**config.mk**
```make
export PLATFORM = sky130hd
export DESIGN_NAME = spi_frm_slave
export DESIGN_NICKNAME = d
export VERILOG_FILES = /design/src/rtl/spi_frm_pkg.sv /design/src/rtl/spi_frm_sync.sv /design/src/rtl/spi_frm_engine.sv /design/src/rtl/spi_frm_regs.sv /design/src/rtl/spi_frm_slave.sv
export SDC_FILE = /design/constraint.sdc
export NUM_CORES = 1
export LEC_CHECK = 0
export ABC_CLOCK_PERIOD_IN_PS = 2700
export BUFFER_PORTS_ARGS = -buffer_cell sky130_fd_sc_hd__buf_2
export CAP_MARGIN = 10
export CORE_ASPECT_RATIO = 1.1
export CORE_MARGIN = 8
export CORE_UTILIZATION = 55
export CTS_BUF_LIST = sky130_fd_sc_hd__clkbuf_4
export DETAILED_ROUTE_END_ITERATION = 8
export PLACE_DENSITY_LB_ADDON = 0.1
export SETUP_SLACK_MARGIN = 0.5
export SYNTH_ARGS = -nofsm -noshare
export SYNTH_HDL_FRONTEND = slang
export SYNTH_SLANG_ARGS = --single-unit
```
**constraint.sdc**
```tcl
create_clock -name clk_i -period 2.7 [get_ports clk_i]
set_clock_uncertainty 0.2 [all_clocks]
set_input_delay 0.135 -clock clk_i [delete_from_list [all_inputs] [get_ports clk_i]]
set_output_delay 0.135 -clock clk_i [all_outputs]
set_load 0.05 [all_outputs]
```
**src/rtl/spi_frm_pkg.sv**
```systemverilog
package spi_frm_pkg;
  parameter int unsigned SPI_WORD_W      = 16;
  parameter int unsigned SPI_SYNC_STAGES = 2;

  typedef enum logic [1:0] {
    FS_IDLE  = 2'd0,
    FS_PULSE = 2'd1,
    FS_DATA  = 2'd2
  } frm_state_e;
endpackage

```
**src/rtl/spi_frm_sync.sv**
```systemverilog
module spi_frm_sync #(
  parameter int unsigned WIDTH  = 3,
  parameter int unsigned STAGES = 2
) (
  input  logic             clk_i,
  input  logic             rst_ni,
  input  logic [WIDTH-1:0] d_i,
  output logic [WIDTH-1:0] q_o
);
  logic [STAGES-1:0][WIDTH-1:0] stg_q;

  always_ff @(posedge clk_i or negedge rst_ni) begin
    if (!rst_ni) stg_q <= '0;
    else         stg_q <= {stg_q[STAGES-2:0], d_i};
  end

  assign q_o = stg_q[STAGES-1];

  initial begin
    a_sync_depth: assert (STAGES >= 2) else $error("sync needs two stages");
  end
endmodule

```
**src/rtl/spi_frm_engine.sv**
```systemverilog
module spi_frm_engine
  import spi_frm_pkg::*;
#(
  parameter int unsigned WORD_W = SPI_WORD_W
) (
  input  logic              clk_i,
  input  logic              rst_ni,
  input  logic              active_i,
  input  logic              sync_dir_i,
  input  logic              rise_i,
  input  logic              fall_i,
  input  logic              ss_s_i,
  input  logic              sdi_s_i,
  input  logic              tx_valid_i,
  input  logic [WORD_W-1:0] tx_word_i,
  output logic              take_o,
  output logic              under_o,
  output logic              rx_done_o,
  output logic [WORD_W-1:0] rx_word_o,
  output logic              sdo_o,
  output logic              ss_o
);
  localparam int unsigned CNT_W = $clog2(WORD_W + 1);
  localparam logic [CNT_W-1:0] LAST = CNT_W'(WORD_W - 1);

  frm_state_e        st_q;
  logic [CNT_W-1:0]  cnt_q;
  logic [WORD_W-1:0] tx_sh_q, rx_sh_q, rx_load;
  logic              pend_q, sdo_q, ss_q;
  logic              start_rx, start_pulse, start_gen;

  assign start_rx    = sync_dir_i && pend_q && fall_i;
  assign start_pulse = !sync_dir_i && fall_i && (st_q == FS_IDLE) && tx_valid_i;
  assign start_gen   = !sync_dir_i && fall_i && (st_q == FS_PULSE);
  assign rx_load     = tx_valid_i ? tx_word_i : '0;

  assign take_o    = active_i && ((start_rx && tx_valid_i) || start_pulse);
  assign under_o   = active_i && start_rx && !tx_valid_i;
  assign rx_done_o = active_i && rise_i && (st_q == FS_DATA) && (cnt_q == LAST);
  assign rx_word_o = {rx_sh_q[WORD_W-2:0], sdi_s_i};
  assign sdo_o     = sdo_q;
  assign ss_o      = ss_q;

  always_ff @(posedge clk_i or negedge rst_ni) begin
    if (!rst_ni) begin
      st_q    <= FS_IDLE;
      cnt_q   <= '0;
      tx_sh_q <= '0;
      rx_sh_q <= '0;
      pend_q  <= 1'b0;
      sdo_q   <= 1'b0;
      ss_q    <= 1'b0;
    end else if (!active_i) begin
      st_q   <= FS_IDLE;
      cnt_q  <= '0;
      pend_q <= 1'b0;
      sdo_q  <= 1'b0;
      ss_q   <= 1'b0;
    end else begin
      if (rise_i) begin
        if (sync_dir_i && ss_s_i) pend_q <= 1'b1;
        if (st_q == FS_DATA) begin
          rx_sh_q <= rx_word_o;
          cnt_q   <= cnt_q + 1'b1;
          if (cnt_q == LAST) st_q <= FS_IDLE;
        end
      end
      if (fall_i) begin
        if (start_rx) begin
          pend_q  <= 1'b0;
          st_q    <= FS_DATA;
          cnt_q   <= '0;
          sdo_q   <= rx_load[WORD_W-1];
          tx_sh_q <= rx_load << 1;
        end else if (start_gen) begin
          ss_q    <= 1'b0;
          st_q    <= FS_DATA;
          cnt_q   <= '0;
          sdo_q   <= tx_sh_q[WORD_W-1];
          tx_sh_q <= tx_sh_q << 1;
        end else if (start_pulse) begin
          ss_q    <= 1'b1;
          st_q    <= FS_PULSE;
          tx_sh_q <= tx_word_i;
          sdo_q   <= 1'b0;
        end else if (st_q == FS_DATA) begin
          sdo_q   <= tx_sh_q[WORD_W-1];
          tx_sh_q <= tx_sh_q << 1;
        end else begin
          sdo_q   <= 1'b0;
        end
      end
      if (sync_dir_i) ss_q <= 1'b0;
    end
  end

  // pulse only rises off a detected transmit edge with a word pending
  a_r3_pulse_on_fall: assert property (@(posedge clk_i) disable iff (!rst_ni)
    $rose(ss_q) |-> $past(fall_i && tx_valid_i));

  // pulse ends by entering the data phase
  a_r4_pulse_into_data: assert property (@(posedge clk_i) disable iff (!rst_ni)
    $fell(ss_q) && active_i && !sync_dir_i |-> st_q == FS_DATA);

  // bit counter inside a word never reaches the word length
  a_r7_cnt_range: assert property (@(posedge clk_i) disable iff (!rst_ni)
    st_q == FS_DATA |-> cnt_q < CNT_W'(WORD_W));

  // nothing driven while framed operation is off
  a_r1_quiet_off: assert property (@(posedge clk_i) disable iff (!rst_ni)
    !active_i |=> !ss_q && !sdo_q);
endmodule

```
**src/rtl/spi_frm_regs.sv**
```systemverilog
module spi_frm_regs
  import spi_frm_pkg::*;
#(
  parameter int unsigned WORD_W = SPI_WORD_W
) (
  input  logic              clk_i,
  input  logic              rst_ni,
  input  logic              wr_en_i,
  input  logic [WORD_W-1:0] wr_data_i,
  input  logic              rd_en_i,
  input  logic              take_i,
  input  logic              under_i,
  input  logic              rx_done_i,
  input  logic [WORD_W-1:0] rx_word_i,
  output logic              tx_valid_o,
  output logic [WORD_W-1:0] tx_word_o,
  output logic [WORD_W-1:0] rd_data_o,
  output logic              rx_full_o,
  output logic              underrun_o
);
  logic              tx_valid_q, rx_full_q, under_q;
  logic [WORD_W-1:0] tx_q, rx_q;

  always_ff @(posedge clk_i or negedge rst_ni) begin
    if (!rst_ni) begin
      tx_valid_q <= 1'b0;
      tx_q       <= '0;
      rx_q       <= '0;
      rx_full_q  <= 1'b0;
      under_q    <= 1'b0;
    end else begin
      if (wr_en_i) begin
        tx_q       <= wr_data_i;
        tx_valid_q <= 1'b1;
      end else if (take_i) begin
        tx_valid_q <= 1'b0;
      end
      if (rx_done_i) begin
        rx_q      <= rx_word_i;
        rx_full_q <= 1'b1;
      end else if (rd_en_i) begin
        rx_full_q <= 1'b0;
      end
      if (under_i)      under_q <= 1'b1;
      else if (wr_en_i) under_q <= 1'b0;
    end
  end

  assign tx_valid_o = tx_valid_q;
  assign tx_word_o  = tx_q;
  assign rd_data_o  = rx_q;
  assign rx_full_o  = rx_full_q;
  assign underrun_o = under_q;

  // receive flag rises only on a completed word
  a_r7_full_on_done: assert property (@(posedge clk_i) disable iff (!rst_ni)
    $rose(rx_full_q) |-> $past(rx_done_i));

  // receive flag only drops after a read
  a_r8_clear_by_read: assert property (@(posedge clk_i) disable iff (!rst_ni)
    $fell(rx_full_q) |-> $past(rd_en_i));

  // underrun only when nothing was pending
  a_r9_under_empty: assert property (@(posedge clk_i) disable iff (!rst_ni)
    $rose(under_q) |-> !$past(tx_valid_q));
endmodule

```
**src/rtl/spi_frm_slave.sv**
```systemverilog
module spi_frm_slave
  import spi_frm_pkg::*;
#(
  parameter int unsigned WORD_W      = SPI_WORD_W,
  parameter int unsigned SYNC_STAGES = SPI_SYNC_STAGES
) (
  input  logic              clk_i,
  input  logic              rst_ni,
  input  logic              master_en_i,
  input  logic              frame_en_i,
  input  logic              sync_dir_i,
  input  logic              wr_en_i,
  input  logic [WORD_W-1:0] wr_data_i,
  input  logic              rd_en_i,
  output logic [WORD_W-1:0] rd_data_o,
  output logic              rx_full_o,
  output logic              underrun_o,
  input  logic              sck_i,
  input  logic              sdi_i,
  output logic              sdo_o,
  input  logic              ss_i,
  output logic              ss_o,
  output logic              ss_oe_o
);
  localparam int unsigned PINS = 3;

  logic [PINS-1:0]   pins_s;
  logic              sck_s, sdi_s, ss_s, sck_q, rise, fall, active;
  logic              take, under, rx_done, tx_valid;
  logic [WORD_W-1:0] rx_word, tx_word;

  spi_frm_sync #(.WIDTH(PINS), .STAGES(SYNC_STAGES)) u_sync (
    .clk_i (clk_i),
    .rst_ni(rst_ni),
    .d_i   ({sck_i, sdi_i, ss_i}),
    .q_o   (pins_s)
  );

  assign {sck_s, sdi_s, ss_s} = pins_s;

  always_ff @(posedge clk_i or negedge rst_ni) begin
    if (!rst_ni) sck_q <= 1'b0;
    else         sck_q <= sck_s;
  end

  assign rise    = sck_s & ~sck_q;
  assign fall    = ~sck_s & sck_q;
  assign active  = !master_en_i && frame_en_i;
  assign ss_oe_o = active && !sync_dir_i;

  spi_frm_engine #(.WORD_W(WORD_W)) u_engine (
    .clk_i     (clk_i),
    .rst_ni    (rst_ni),
    .active_i  (active),
    .sync_dir_i(sync_dir_i),
    .rise_i    (rise),
    .fall_i    (fall),
    .ss_s_i    (ss_s),
    .sdi_s_i   (sdi_s),
    .tx_valid_i(tx_valid),
    .tx_word_i (tx_word),
    .take_o    (take),
    .under_o   (under),
    .rx_done_o (rx_done),
    .rx_word_o (rx_word),
    .sdo_o     (sdo_o),
    .ss_o      (ss_o)
  );

  spi_frm_regs #(.WORD_W(WORD_W)) u_regs (
    .clk_i     (clk_i),
    .rst_ni    (rst_ni),
    .wr_en_i   (wr_en_i),
    .wr_data_i (wr_data_i),
    .rd_en_i   (rd_en_i),
    .take_i    (take),
    .under_i   (under),
    .rx_done_i (rx_done),
    .rx_word_i (rx_word),
    .tx_valid_o(tx_valid),
    .tx_word_o (tx_word),
    .rd_data_o (rd_data_o),
    .rx_full_o (rx_full_o),
    .underrun_o(underrun_o)
  );

  // pulse only driven when the pin was owned
  a_r2_pulse_owned: assert property (@(posedge clk_i) disable iff (!rst_ni)
    $rose(ss_o) |-> $past(ss_oe_o));
endmodule

```
[Yosys cells after proc, flatten, opt, wreduce, memory -nomap -nowiden]
Cells that the tools add are included.
Word-level totals
  register bits: 83
Operators by class
  add/subtract/negate cells: 1
  equal/unequal tests: 7
  muxes and demuxes: 42
  bitwise operators: 4
  reductions and logical operators: 28
Operators with widths (count)
  two-way mux 16 bit: 5
  two-way mux 5 bit: 6
  two-way mux 1 bit: 23
  logical AND 1 bit: 16
  two-way mux 2 bit: 8
  AND reduction 3 bit: 3
  nonzero test 2 bit: 3
  adder 5 x 1 -> 5 bit (second input constant): 1
  == test 5 x 4 -> 1 bit (second input constant): 1
  != test 4 x 2 -> 1 bit (second input constant): 1
  nonzero test 4 bit: 1
  logical NOT 1 bit: 3
  != test 3 x 2 -> 1 bit (second input constant): 1
  != test 3 bit (second input constant): 1
  bitwise AND 1 bit: 2
  == test 2 x 1 -> 1 bit (second input constant): 1
  == test 2 bit (second input constant): 1
  logical NOT 2 bit: 1
  != test 2 x 1 -> 1 bit (second input constant): 1
  inverter 1 bit: 2
  logical OR 1 bit: 1

[Longest topological paths before layout]
  depth in word-level cells: 11
  mapped depth: 6
  gate-level depth less buffers: 6

[Cells and area by module]
Synthesis repeated with hierarchy kept, for this count alone.
Second synthesis, totals
  cells, all modules: 297
  area, all modules: 3647.2 um^2
By module, submodules not included
  spi_frm_engine: instances 1, cells each 206, area each 2016.9 um^2, sequential area each 1026.0 um^2
  spi_frm_regs: instances 1, cells each 77, area each 1398.8 um^2, sequential area each 875.8 um^2
  spi_frm_sync: instances 1, cells each 9, area each 172.7 um^2, sequential area each 150.1 um^2
  spi_frm_slave: instances 1, cells each 5, area each 58.8 um^2, sequential area each 25.0 um^2

[Worst setup path after synthesis]
No wires, ideal clock.
  kind: flip-flop to flip-flop
  from: register u_engine.cnt_q[0]
  to: register u_regs.rx_q[10] (netlist: u_regs.rd_data_o[10])
  library setup time: 0.128 ns
  data arrival time: 1.588 ns
  slack: 0.785 ns
  cell stages (with the launch flop): 7
  buffers on the path: 1
  clock period less this slack: 1.915 ns
  path through: dfrtp_1 -> ha_1 -> and3_1 -> ha_1 -> nand3_4 -> buf_4 -> mux2_1
On the way
  longest elaborated chain between the ends: 2
Ends and longest elaborated chain
  from (decl): line spi_frm_engine.sv:27  | logic [CNT_W-1:0] cnt_q;
  from (signal assigned): line spi_frm_engine.sv:64  | cnt_q <= cnt_q + 1'b1;
  == test 5 x 4 -> 1 bit: line spi_frm_engine.sv:39  | assign rx_done_o = active_i && rise_i && (st_q == FS_DATA) && (cnt_q == LAST);
  logical AND 1 bit: line spi_frm_engine.sv:39
  to (signal assigned): line spi_frm_regs.sv:39  | rx_q <= rx_word_i;
  to (decl): line spi_frm_regs.sv:22  | logic [WORD_W-1:0] tx_q, rx_q;
No other way between the ends.
A chain may end at the register's enable or synchronous reset.

[Worst setup path in the final report]
  from: register u_sync.stg_q, in the netlist u_sync.q_o[2]
  to: register u_engine.tx_sh_q[10]
On the way
  longest elaborated chain between the ends: 8
  elaborated cells between the ends (all ways): 12
Ends and longest elaborated chain
  from (decl): line spi_frm_sync.sv:10  | logic [STAGES-1:0][WIDTH-1:0] stg_q;
  from (signal assigned): line spi_frm_sync.sv:14  | else stg_q <= {stg_q[STAGES-2:0], d_i};
  inverter 1 bit *: line spi_frm_slave.sv:47  | assign fall = ~sck_s & sck_q;
  bitwise AND 1 bit *: line spi_frm_slave.sv:47
  logical AND 1 bit: line spi_frm_engine.sv:33, spi_frm_engine.sv:34
  logical AND 1 bit (2 in a row): line spi_frm_engine.sv:33  | assign start_pulse = !sync_dir_i && fall_i && (st_q == FS_IDLE) && tx_valid_i;
  two-way mux 16 bit: line spi_frm_engine.sv:81  | end else if (start_pulse) begin
  two-way mux 16 bit: line spi_frm_engine.sv:75  | end else if (start_gen) begin
  two-way mux 16 bit: line spi_frm_engine.sv:69  | if (start_rx) begin
  to (signal assigned): line spi_frm_engine.sv:74  | tx_sh_q <= rx_load << 1;
  to (signal assigned): line spi_frm_engine.sv:80  | tx_sh_q <= tx_sh_q << 1;
  to (signal assigned): line spi_frm_engine.sv:84  | tx_sh_q <= tx_word_i;
  to (decl): line spi_frm_engine.sv:28  | logic [WORD_W-1:0] tx_sh_q, rx_sh_q, rx_load;
Every way passes the cells marked *; elsewhere a longest branch is shown, timed or not.

==> flow_summary.ini <==
[detailed_routing]
wirelength_um = 6590
drc = 0
drtIter0Drc = 159
drt-vias-per-instance = 5.39
postRouteAntennaNets = 0
num_vias = 2215
wl_per_cell_um = 16.0
firstDrtPassIters = 4

[logic_synthesis]
ys_warn_count = 0
postSynthCellCount = 250
synth_fp_nets = 278
synth_top_area_share_pct = 59.7
postSynthAreaPerCell_um2 = 13.9
synth.ff_latch_count = 83
dominantRegCellSynth = dfrtp_1
yosysMostFrequentCell = dfrtp_1
synth_area_leaders = dfrtp_1 60%, mux2_2 13%, mux2i_1 4.0%, a222oi_1 3.5%, mux2_1 2.9%
seq_area_frac_synth_pct = 59.7
syn_area_um2 = 3480
async_flop_share_pct = 100
yosys.area.top_type = dfrtp_1
synth_edf_count = 0
synthTopCellsByCount = 83 x dfrtp_1, 41 x mux2_2, 17 x inv_1
ys_types = 38

[setup_path]
startpoint = u_sync.q_o[2]
worstSetupPathType = flip-flop to flip-flop
timing.rr.start = u_sync.q_o[2]
path_max_fanout = 16
critPathArrivalTime_ns = 2.22
start_kind = flip-flop
critPathRequiredTime_ns = 2.81
end_kind = flip-flop

[place]
dp_slack_ns = 0.485
portBuffers = 46
gp_congestion = 0.750
dp_hpwl_um = 4420

[timing]
finalHoldViolations = 0
final.setup.worst_slack_ns = 0.588
relSlewSlack_pct = 55.7
fmax_mhz = 474
fin_crit_ns = 2.11
tightest_slew_ns = 0.662
fin_tns_setup_ns = 0
holdWs_ns = 0.0545
fin_crit_sh_pct = 78.2
finalMaxSlewViolations = 0
rsz0062_at_grt = yes
finalSetupViolCount = 0

[clocking]
cts_sinks = 83
clk_pin_slew_ns = 0.13
postCtsSetupBuffers = 0
numCtsBuffers = 9
cts_tree = yes
clock_latency_ns = 0.42
clock_path_buffers = 2
htreeDepth = 3
cts_root_buffer = clkbuf_4

[finish]
fillers = 466
drive_gt1_share_pct = 34.7
utilization_pct = 67.6
layout.nets = 354
syn_to_final_growth_pct = 19.7
num_antenna_cells = 0

[pwr]
peakVddDrop_mv = 0.295
p_per_area_nw_per_um2 = 520
power_mw = 2.16
p_leak_nw = 2.19

[grt]
antenna_found_initial = 0
grt_pass1_wl_um = 11500
grt_usage_pct = 15.4
grt_max_degree = 50
grt_pass1_vias = 2377
grt.overflow.total = 0

[floorplanning]
std_cell_rows = 30
io_pins = 47
die_x_um = 91.8
core_um2 = 6160
dieArea_um2 = 9130
initial_core_util_pct = 56.5
die_y_um = 99.4

[job]
cap_violations = 0

[hold_path]
hp-class = input port to async pin

[outcome]
outcome = finished clean
worst max-delay path, stage by stage, from the launching register on:
cell and delay [ns]:
dfrtp_1 0.47, nor4b_4 0.48, a31oi_4 0.26, a221o_1 0.35, mux2_2 0.25
final cells by class:
type | instances | area (µm²) | area share, %
Sequential cell | 83 | 2080 | 49.9
Multi-Input combinational cell | 138 | 1280 | 30.7
Timing Repair Buffer | 77 | 531 | 12.7
Tap cell | 80 | 100 | 2.40
Clock buffer | 10 | 75.1 | 1.80
Inverter | 17 | 63.8 | 1.53
Clock inverter | 6 | 40.0 | 0.962
registers in the layout, indices dropped and copies added, names as in the netlist:
register	flops
u_regs.tx_valid_o	1
sck_q	1
u_regs.tx_word_o	16
u_engine.st_q	2
u_engine.ss_o	1
u_sync.q_o	3
u_engine.pend_q	1
u_engine.rx_sh_q	15
u_regs.rx_full_o	1
u_regs.rd_data_o	16
u_engine.tx_sh_q	16
u_regs.underrun_o	1
u_engine.sdo_o	1
u_engine.cnt_q	5
u_sync.stg_q	3
kinds of logic after synthesis:
family	count (synthesis)	synth area share, %
DFF	83	59.7
muxes	64	20.2
AOI/OAI and AO/OA	32	8.13
adders and majority gates	2	0.720
buffers and inverters	29	3.85
xor gates and xnor gates	3	0.756
and+or+nand+nor	37	6.59
per-layer routing:
metal | share of wire, % | up-vias | GRT usage (%)
met5 | 0 | - | 0
met4 | 1.5 | 0 | 7.44
met3 | 3.8 | 9 | 3.01
met2 | 49 | 42 | 24.5
met1 | 45 | 1102 | 19.9
li1 | - | 1062 | -
timing repair:
action | CTS | global route
hold buffers | 26 | 0
hold endpoints to repair | 73 | 0
pin swaps | 0 | 1
resized for setup | 1 | 1
setup endpoints to repair | 4 | 5
gates cloned | 0 | 0
cells in the final DEF (no fill, tap or decap), types with 2 or more instances in the layout:
cell,instances
dfrtp_1,83
buf_2,45
mux2_2,41
dlygate4sd3_1,26
inv_1,17
mux2i_1,14
a222oi_1,12
clkbuf_4,10
nand2_1,9
nor2_1,9
mux2_1,9
buf_4,6
o21ai_0,5
a21oi_1,4
and3_1,4
a221o_1,3
clkinv_2,3
nor2b_1,2
and2_1,2
xor2_1,2
nand2b_1,2
ha_1,2
path summary, 6_finish.rpt:
kind | end | slack (ns) | cells past startpoint
worst max-delay path | u_engine.tx_sh_q[10] | 0.59 | 4
worst min-delay path | u_sync.q_o[0] | 0.05 | 2
worst max register to register | u_engine.tx_sh_q[10] | 0.59 | 4
worst min register to register | u_sync.q_o[0] | 0.17 | 0
max in group asynchronous | u_engine.rx_sh_q[12] | 1.56 | 3
min in group clk_i | u_sync.stg_q[0] | 0.15 | 2
per-stage QoR:
| step | area [µm²] | std cells |
|---|---|---|
| floorplan | 3480 | 250 |
| global placement | 3780 | 369 |
| detailed placement | 3780 | 369 |
| CTS | 4150 | 411 |
| global route | 4160 | 411 |
| finish | 4160 | 411 |
power by group:
group	internal [mW]	total [mW]	switching (mW)
registers	1.31	1.35	0.0460
logic	0.110	0.198	0.0887
clock network	0.200	0.614	0.414
No activity file was read; power rests on OpenSTA's default activity.
